File: src/rtl/ocp_blank_qual.sv
module ocp_blank_qual #(
  parameter int BLANK_TICKS = 12,
  parameter int FILT_TICKS  = 12
) (
  input  logic clk,
  input  logic rst_n,
  input  logic arm,
  input  logic top_on,
  input  logic cmp_raw,
  output logic oc_event
);

  localparam int BW = $clog2(BLANK_TICKS + 1);
  localparam int FW = $clog2(FILT_TICKS + 1);
  localparam logic [BW-1:0] BLANK_MAX = BW'(BLANK_TICKS);
  localparam logic [FW-1:0] FILT_MAX  = FW'(FILT_TICKS);

  logic          live;
  logic [BW-1:0] age_q, age_d;
  logic [FW-1:0] run_q, run_d;
  logic          fired_q;
  logic          hit;

  assign live = arm & top_on;

  always_comb begin
    if (!live)                   age_d = '0;
    else if (age_q == BLANK_MAX) age_d = age_q;
    else                         age_d = age_q + BW'(1);

    if (!(live && cmp_raw))      run_d = '0;
    else if (run_q == FILT_MAX)  run_d = run_q;
    else                         run_d = run_q + FW'(1);
  end

  assign hit = live && (age_d == BLANK_MAX) && (run_d == FILT_MAX) && !fired_q;

  always_ff @(posedge clk) begin
    if (!rst_n) begin
      age_q    <= '0;
      run_q    <= '0;
      fired_q  <= 1'b0;
      oc_event <= 1'b0;
    end else begin
      age_q    <= age_d;
      run_q    <= run_d;
      fired_q  <= live & (fired_q | hit);
      oc_event <= hit;
    end
  end

endmodule

File: config.mk
export PLATFORM = sky130hd
export DESIGN_NAME = ocp_blank_qual
export DESIGN_NICKNAME = d
export VERILOG_FILES = /design/src/rtl/ocp_blank_qual.sv
export SDC_FILE = /design/constraint.sdc
export NUM_CORES = 1
export LEC_CHECK = 0
export ABC_AREA = 1
export BUFFER_PORTS_ARGS = -buffer_cell sky130_fd_sc_hd__clkbuf_2
export CAP_MARGIN = 20
export CORE_AREA = 5 5 42 44
export DETAILED_ROUTE_END_ITERATION = 8
export DIE_AREA = 0 0 47 49
export HOLD_SLACK_MARGIN = 0.06
export PLACE_DENSITY = 0.65
export RECOVER_POWER = 25
export SLEW_MARGIN = 25
export SYNTH_ARGS = -nofsm -noshare
export SYNTH_HDL_FRONTEND = slang
export SYNTH_SLANG_ARGS = --single-unit
File: constraint.sdc
create_clock -name clk -period 1.5 [get_ports clk]
set_input_delay 0.15 -clock clk [delete_from_list [all_inputs] [get_ports clk]]
set_output_delay 0.15 -clock clk [all_outputs]
set_load 0.03 [all_outputs]
==> metrics, run 1 <==
Leak=a little under 0.3 nW; sequential share of the synthesized area=between 30% and 40%; CTS tree=yes; Slew @ Worst Pin=375 ps; cell repeated most along the worst path=nand2_1; max-cap viol count=0; CTS sink count=10; ordered cell list for the critical path=inv_1 > ha_1 > nand3_1 > nand2_1 > nand2_1 > nor2_1 > nor2_1 > nand2_1 > a21oi_2; design area=604 um^2; Cell variety after synth=13; Syn Std Cell Area=536 um^2; DP Wirelength=772 um; Worst EP arrival=1530 ps; Inserted Clock Buffers=3; cells after synthesis=80; Fmax=0.741 GHz; Starting Density=a little under two fifths; FP Rows=14; Hold Vio Cnt, Final=0; die area=roughly 2300 um^2; IO Pins=6; Fill cells=between 150 and 200; Die X=47 um; DR vias=473; multi-input logic area=290 um^2; Vias per Instance=roughly 4.5; relative slew slack=75.1%; vias in the first global route=427; Post-CTS Hold Buffers=0; clk buf depth=2; proportion of layout cells with a drive suffix above 1=14.8%; CP peak stage delay=between 300 and 400 ps; RePlAce Congestion=between 0.7 and 0.8; hold slack=between 100 and 150 ps; # diodes=0; Root Buffer Master=clkbuf_4; syn_nets=89; maximum vdd drop=0.467 mV; DRC=0; Syn-to-layout area delta=12.9%; number of routed nets with antenna violations=0; run status=completed; area of the core=1400 um^2; WP data required=1680 ps; Hold Path Class=in2reg; largest net degree at the start of global routing=7; Synth Warn #=0; crit path max fanout=6; first-pass GRT wire length=approximately 1600 um; crit start category=flop; Die Y-Extent=roughly 50 um; Slew Limit Fails=0; Crit. End Element=flop; worst clock skew=10.4 ps; DR pass1 iterations=4; post-route minimum period=between 1000 and 1500 ps; IO Port Bufs=5; Tcrit/Tclk final=90.0%; CTS H-tree depth=1; Register Area=203 um^2; Post-Route WL=925 um; # nets final=99; critical path class=reg2reg; DR iter-0 viols=2; Clock Pin Slew Worst Setup and Hold Paths=60 ps; Setup violations, final=0; WL/cell=approximately 8.9 um; PD cells=771 nW/um^2; R2R depth=9; hold depth=3; grt total ovfl=0; slowest CP cell=dfxtp_2; Post-DP Area=~580 um^2; initial antenna violation count=0; GRT Util Overall=9.34%; Seq cells post-synth=10; Mean Syn Cell Area=around 6.7 um^2; Worst-Skew Late Latency=260 ps
[layout by cell type, fill, tap and decap left out]
| cell type | n |
|---|---|
| nand2_1 | 25 |
| nor2_1 | 15 |
| inv_1 | 12 |
| dfxtp_1 | 8 |
| nand3_1 | 5 |
| ha_1 | 4 |
| clkbuf_2 | 4 |
| clkbuf_4 | 3 |
| nand4_1 | 2 |
| nor3_1 | 2 |
| dfxtp_2 | 2 |
| o21bai_2 | 1 |
| nor2_4 | 1 |
| or2_2 | 1 |
| a21oi_1 | 1 |
| a21oi_2 | 1 |
| clkbuf_1 | 1 |
[layer usage]
metal	routed length, um	track usage (%)
met5	0	0
met4	0	4.15
met3	52	2.58
met2	418	14.0
met1	454	12.0
[state kept, by name, indices dropped and copies added (netlist names)]
signal,flops
age_q,4
run_q,4
fired_q,1
oc_event,1
[stage by stage]
| step | setup TNS (ps) | setup slack, ps | total power, W | util [%] | instances |
|---|---|---|---|---|---|
| global placement | 0 | 162 | 0.000303 | 41.4 | 101 |
| floorplan | 0 | 261 | 0.000293 | - | 80 |
| global route | -1.20 | -1.20 | 0.000487 | 43.1 | 104 |
| CTS | 0 | 97.1 | 0.000469 | 43.0 | 104 |
| finish | 0 | 150 | 0.000466 | 43.1 | 104 |
| detailed placement | 0 | 122 | 0.000303 | 41.4 | 101 |
[cell usage after synthesis (all sizes together)]
cell	n	area (um^2)
nor3	2	10.0
or2	1	6.26
o21bai	1	11.3
inv	12	45.0
dfxtp	10	200
nand3	5	25.0
a21oi	2	13.8
nor2	16	67.6
ha	4	50.1
nand4	2	12.5
nand2	25	93.8
[critical path: cells and delay by family (launching register included)]
kind	cells	cell delay, ps
AOI/OAI and AO/OA	1	120
adders and majority gates	1	200
buffers and inverters	1	50
DFF	1	380
and+or+nand+nor	6	530
[cell families (layout without fill, tap and decap cells)]
kind of cell / Yosys count / after routing / synth area share, %
buf+inv: 12 / 20 / 8.41
compound gates: 3 / 3 / 4.67
fa+ha+maj: 4 / 4 / 9.35
simple gates: 51 / 51 / 40.2
flops: 10 / 10 / 37.4
[cell type report]
class,count,area share (%)
Timing Repair Buffer,5,3.93
Inverter,12,7.45
Clock buffer,3,3.73
Sequential cell,10,33.5
Tap cell,16,3.31
Multi-Input combinational cell,58,48.0
[path summary, 6_finish.rpt]
kind | startpoint | endpoint | slack, ps
setup / recovery | age_q[0] | fired_q | 150
hold / removal | rst_n | oc_event | 140
setup reg to reg | age_q[0] | fired_q | 150
hold reg to reg | fired_q | fired_q | 470
[report_power, final]
group	leakage [nW]	total [W]	internal, W	switching, W
Clock	0.0138	0.000168	0.0000918	0.0000764
Sequential	0.0816	0.000271	0.000268	0.00000281
Combinational	0.199	0.0000265	0.0000101	0.0000163
Total	0.294	0.000466	0.000370	0.0000956
[repair_timing]
item                       4_1_cts  5_1_grt
setup endpoints to repair        0        2
resized for setup                0        2
buffers inserted                 0        0
(Power assumes the default switching activity.)
==> inputs of run 2 (changes only) <==
--- a/config.mk
+++ b/config.mk
@@ -12,6 +12,7 @@
 export DETAILED_ROUTE_END_ITERATION = 8
 export DIE_AREA = 0 0 47 49
 export HOLD_SLACK_MARGIN = 0.06
+export MAX_ROUTING_LAYER = met4
 export PLACE_DENSITY = 0.65
 export RECOVER_POWER = 25
 export SLEW_MARGIN = 25
==> run 2 against run 1 <==
- highest routed layer unchanged
- sequential share of layout area unchanged
- die area unchanged
- final area unchanged
- via count is the same
==> metrics, run 2 (synthesis results as in run 1) <==
largest net degree at the start of global routing=7; GRT Util Overall=under 10%; proportion of layout cells with a drive suffix above 1=between 10% and 20%; Starting Density=38.2%; Inserted Clock Buffers=3; relative slew slack=between 70% and 80%; grt total ovfl=0; met1 Resource Use GR=12.2%; DR pass1 iterations=4; Worst EP arrival=1530 ps; IO Port Bufs=5; Root Buffer Master=clkbuf_4; CTS tree=yes; Leak=between 0.2 and 0.3 nW; Clock Pin Slew Worst Setup and Hold Paths=~60 ps; Hold Path Class=in2reg; WL/cell=slightly below 9 um; Tcrit/Tclk final=approximately 90%; first-pass GRT wire length=1630 um; Syn-to-layout area delta=12.9%; met3 Use GR=2.21%; Post-Route WL=between 900 and 1000 um; Crit. End Element=flop; Die X=47 um; ordered cell list for the critical path=inv_1 > ha_1 > nand3_1 > nand2_1 > nand2_1 > nor2_1 > nor2_1 > nand2_1 > a21oi_2; Fmax=0.741 GHz; vias in the first global route=427; CTS H-tree depth=1; gr busiest metal=met2; crit path max fanout=6; CTS sink count=10; critical path class=reg2reg; Die Y-Extent=49 um; Buf/Inv on CP=1; CP peak stage delay=around 380 ps; FP Rows=14; cell repeated most along the worst path=nand2_1; commonest non-fill, non-tap cell in the layout=nand2_1; # nets final=approximately 100; Worst-Skew Late Latency=260 ps; Fill cells=167; maximum vdd drop=0.467 mV; GR met2 Demand/Resource=14.0%; slowest CP cell=dfxtp_2; crit start category=flop; DRC=0; Post-CTS Hold Buffers=0; hold slack=~140 ps; PD cells=771 nW/um^2; design area=604 um^2; Post-DP Area=581 um^2; DP Wirelength=~770 um; clk buf depth=2; commonest non-fill, non-tap cells in the layout=nand2_1, nor2_1, inv_1; Register Area=203 um^2; post-route minimum period=1350 ps; Hold Vio Cnt, Final=0; max-cap viol count=0; run status=completed; crit-path leading delay family=simple AND/OR/NAND/NOR gates; Slew Limit Fails=0; initial antenna violation count=0; Slew @ Worst Pin=374 ps; RePlAce Congestion=0.736; DR vias=between 400 and 500; WP data required=between 1500 and 2000 ps; multi-input logic area=290 um^2; IO Pins=6; area of the core=1400 um^2; biggest regs=age_q (4), run_q (4); die area=~2300 um^2; # diodes=0; Setup violations, final=0; number of routed nets with antenna violations=0; Vias per Instance=4.55; worst clock skew=10.4 ps; DR iter-0 viols=2
run 2: tightest hold or removal path: stages:
cell and delay, ps:
clkbuf_2 100, nand2_1 60, nor2_1 40
run 2: final cells by class:
cell class	instances	area share [%]
Clock buffer	3	3.73
Sequential cell	10	33.5
Multi-Input combinational cell	58	48.0
Tap cell	16	3.31
Timing Repair Buffer	5	3.93
Inverter	12	7.45
run 2: final timing paths:
| kind | startpoint | slack (ps) | endpoint | cells after the start |
|---|---|---|---|---|
| setup reg to reg | age_q[0] | 150 | fired_q | 9 |
| hold / removal | rst_n | 140 | oc_event | 3 |
| hold reg to reg | fired_q | 470 | fired_q | 2 |
| setup / recovery | age_q[0] | 150 | fired_q | 9 |
run 2: power breakdown:
group	internal, W	switching, W	total (W)	leakage, nW
sequential	0.000268	0.00000281	0.000271	0.0816
combinational	0.0000101	0.0000163	0.0000265	0.199
clock	0.0000918	0.0000764	0.000168	0.0138
run 2: per-stage QoR:
stage               setup TNS (ps)  total power [W]  std cells  worst slack, ps  utilization (%)
floorplan                        0         0.000293         80              261                -
global placement                 0         0.000303        101              162             41.4
detailed placement               0         0.000303        101              122             41.4
CTS                              0         0.000469        104             97.1             43.0
global route                 -1.20         0.000487        104            -1.20             43.1
finish                           0         0.000466        104              150             43.1
run 2: what timing repair did:
item / in CTS / in global routing
setup endpoints to repair: 0 / 2
resized for setup: 0 / 2
buffers inserted: 0 / 0
run 2: routing by layer:
layer | wire length [um] | up-vias
met4 | 0 | 0
met1 | 460 | 202
li1 | - | 263
met2 | 418 | 8
met3 | 46 | 0
met5 | 0 | -
==> inputs of run 3 (changes only) <==
==> constraint.sdc (replaced) <==
create_clock -name clk -period 1.5 [get_ports clk]
set_input_delay 0.3 -clock clk [delete_from_list [all_inputs] [get_ports clk]]
set_output_delay 0.3 -clock clk [all_outputs]
set_load 0.03 [all_outputs]
==> run 3 against run 2 <==
- count of clock-buffer cells in the layout stayed put
- power barely moved
- sequential power hardly changed
- largest power group unchanged
- critical path type unchanged
- die area stayed put
- hold slack improved by 150 ps
==> metrics, run 3 (synthesis results as in run 1) <==
run status=completed; DRC=0; Die X=47 um; Gate power share=5.7%; die area=2300 um^2; DR pass1 iterations=4; clk buf depth=2; RePlAce Congestion=0.736; FF-to-FF setup slack=~150 ps; initial antenna violation count=0; Root Buffer Master=clkbuf_4; Inserted Clock Buffers=3; PD cells=769 nW/um^2; CTS tree=yes; post-route minimum period=about 1300 ps; Post-CTS Hold Buffers=0; Critical Path Source=age_q[0]; Slew @ Worst Pin=178 ps; commonest non-fill, non-tap cell in the layout=nand2_1; Hold Vio Cnt, Final=0; FP Rows=14; CTS sink count=10; Vias per Instance=4.55; WL/cell=8.90 um; r2r endpoint=fired_q; # nets final=just under 100; crit path max fanout=6; DR vias=473; Post-Place Cells=101; setup ws final=between 150 and 200 ps; Setup violations, final=0; largest net degree at the start of global routing=7; Hold Path Class=in2reg; sequential share of power=58.2%; IO Pins=6; commonest non-fill, non-tap cells in the layout=nand2_1, nor2_1, inv_1; Slew Limit Fails=0; hold slack=just under 300 ps; Die Y-Extent=49 um; Starting Density=38.2%; worst clock skew=~10 ps; DP Wirelength=approximately 770 um; first-pass GRT wire length=1630 um; max-cap viol count=0; Critical Path End=fired_q; R2R depth=9; FF-to-FF Start=age_q[0]; CTS H-tree depth=1; Syn-to-layout area delta=13.1%; critical path class=reg2reg; Fmax=0.741 GHz; Psw=0.0000956 W; number of routed nets with antenna violations=0; IO Port Bufs=5; Crit. End Element=flop; proportion of layout cells with a drive suffix above 1=15.9%; switching share of power=20.5%; Final Non-Filler Cells=~100; biggest regs=age_q (4), run_q (4); Int Power=0.000370 W; dpl ws=122 ps; grt total ovfl=0; WP data required=1680 ps; relative slew slack=88.1%; part of the power in the clock network=36.1%; GRT Util Overall=9.57%; Post-Route WL=926 um; Total Neg Setup Slack=0 ps; hold_sp=rst_n; vias in the first global route=427; Worst EP arrival=around 1500 ps; maximum vdd drop=0.467 mV; area of the core=1400 um^2; Clock Pin Slew Worst Setup and Hold Paths=60 ps; Leak=0.297 nW; Post-Route Utilization=43.2%; # diodes=0; Worst-Skew Late Latency=about 260 ps; crit start category=flop; Tcrit/Tclk final=90.0%; DR iter-0 viols=2
## run 3: cell count changes in the layout (fill, tap and decap cells not counted)
| cell | previous run | this run |
|---|---|---|
| clkbuf_1 | 1 | 0 |
| clkbuf_2 | 4 | 5 |
## run 3: power by group through the flow
stage	Combinational, W	Sequential (W)	Clock, W
3_3_place_gp	0.0000267	0.000276	0
6_report	0.0000265	0.000271	0.000168
4_1_cts	0.0000269	0.000271	0.000172
5_1_grt	0.0000317	0.000271	0.000184
3_5_place_dp	0.0000267	0.000276	0
2_1_floorplan	0.0000174	0.000276	0
## run 3: area by class of cell
| type | count | area [um^2] |
|---|---|---|
| multi-input combinational | 58 | 290 |
| sequential | 10 | 203 |
| fill | 166 | 796 |
| clock buffer | 3 | 22.5 |
| tap | 16 | 20.0 |
| timing repair buffer | 5 | 25.0 |
| inverter | 12 | 45.0 |
## run 3: how the worst min path moves through the flow
stage,to,cells after the start
floorplan,oc_event,2
CTS,oc_event,3
finish,oc_event,3
global route,oc_event,3
detailed placement,fired_q,2
global placement,fired_q,2
## run 3: timing repair
| action | 4_1_cts | 5_1_grt |
|---|---|---|
| resized for setup | 0 | 2 |
| setup buffers | 0 | 0 |
| endpoints found under the setup margin | 0 | 2 |
## run 3: layer usage
layer,wire length [um],track usage [%],vias to the layer above
li1,-,-,263
met1,461,12.2,202
met2,418,14.0,8
met3,46,2.21,0
met4,0,4.15,0
met5,0,-,-
## run 3: through the flow
step                instance area [um^2]  power (W)
floorplan                            536   0.000293
global placement                     581   0.000303
detailed placement                   581   0.000303
CTS                                  603   0.000469
global route                         606   0.000487
finish                               606   0.000466
## run 3: critical path, stage by stage (launching register included)
cell,delay (ps)
dfxtp_2,380
inv_1,50
ha_1,200
nand3_1,150
nand2_1,70
nand2_1,80
nor2_1,50
nor2_1,100
nand2_1,80
a21oi_2,120
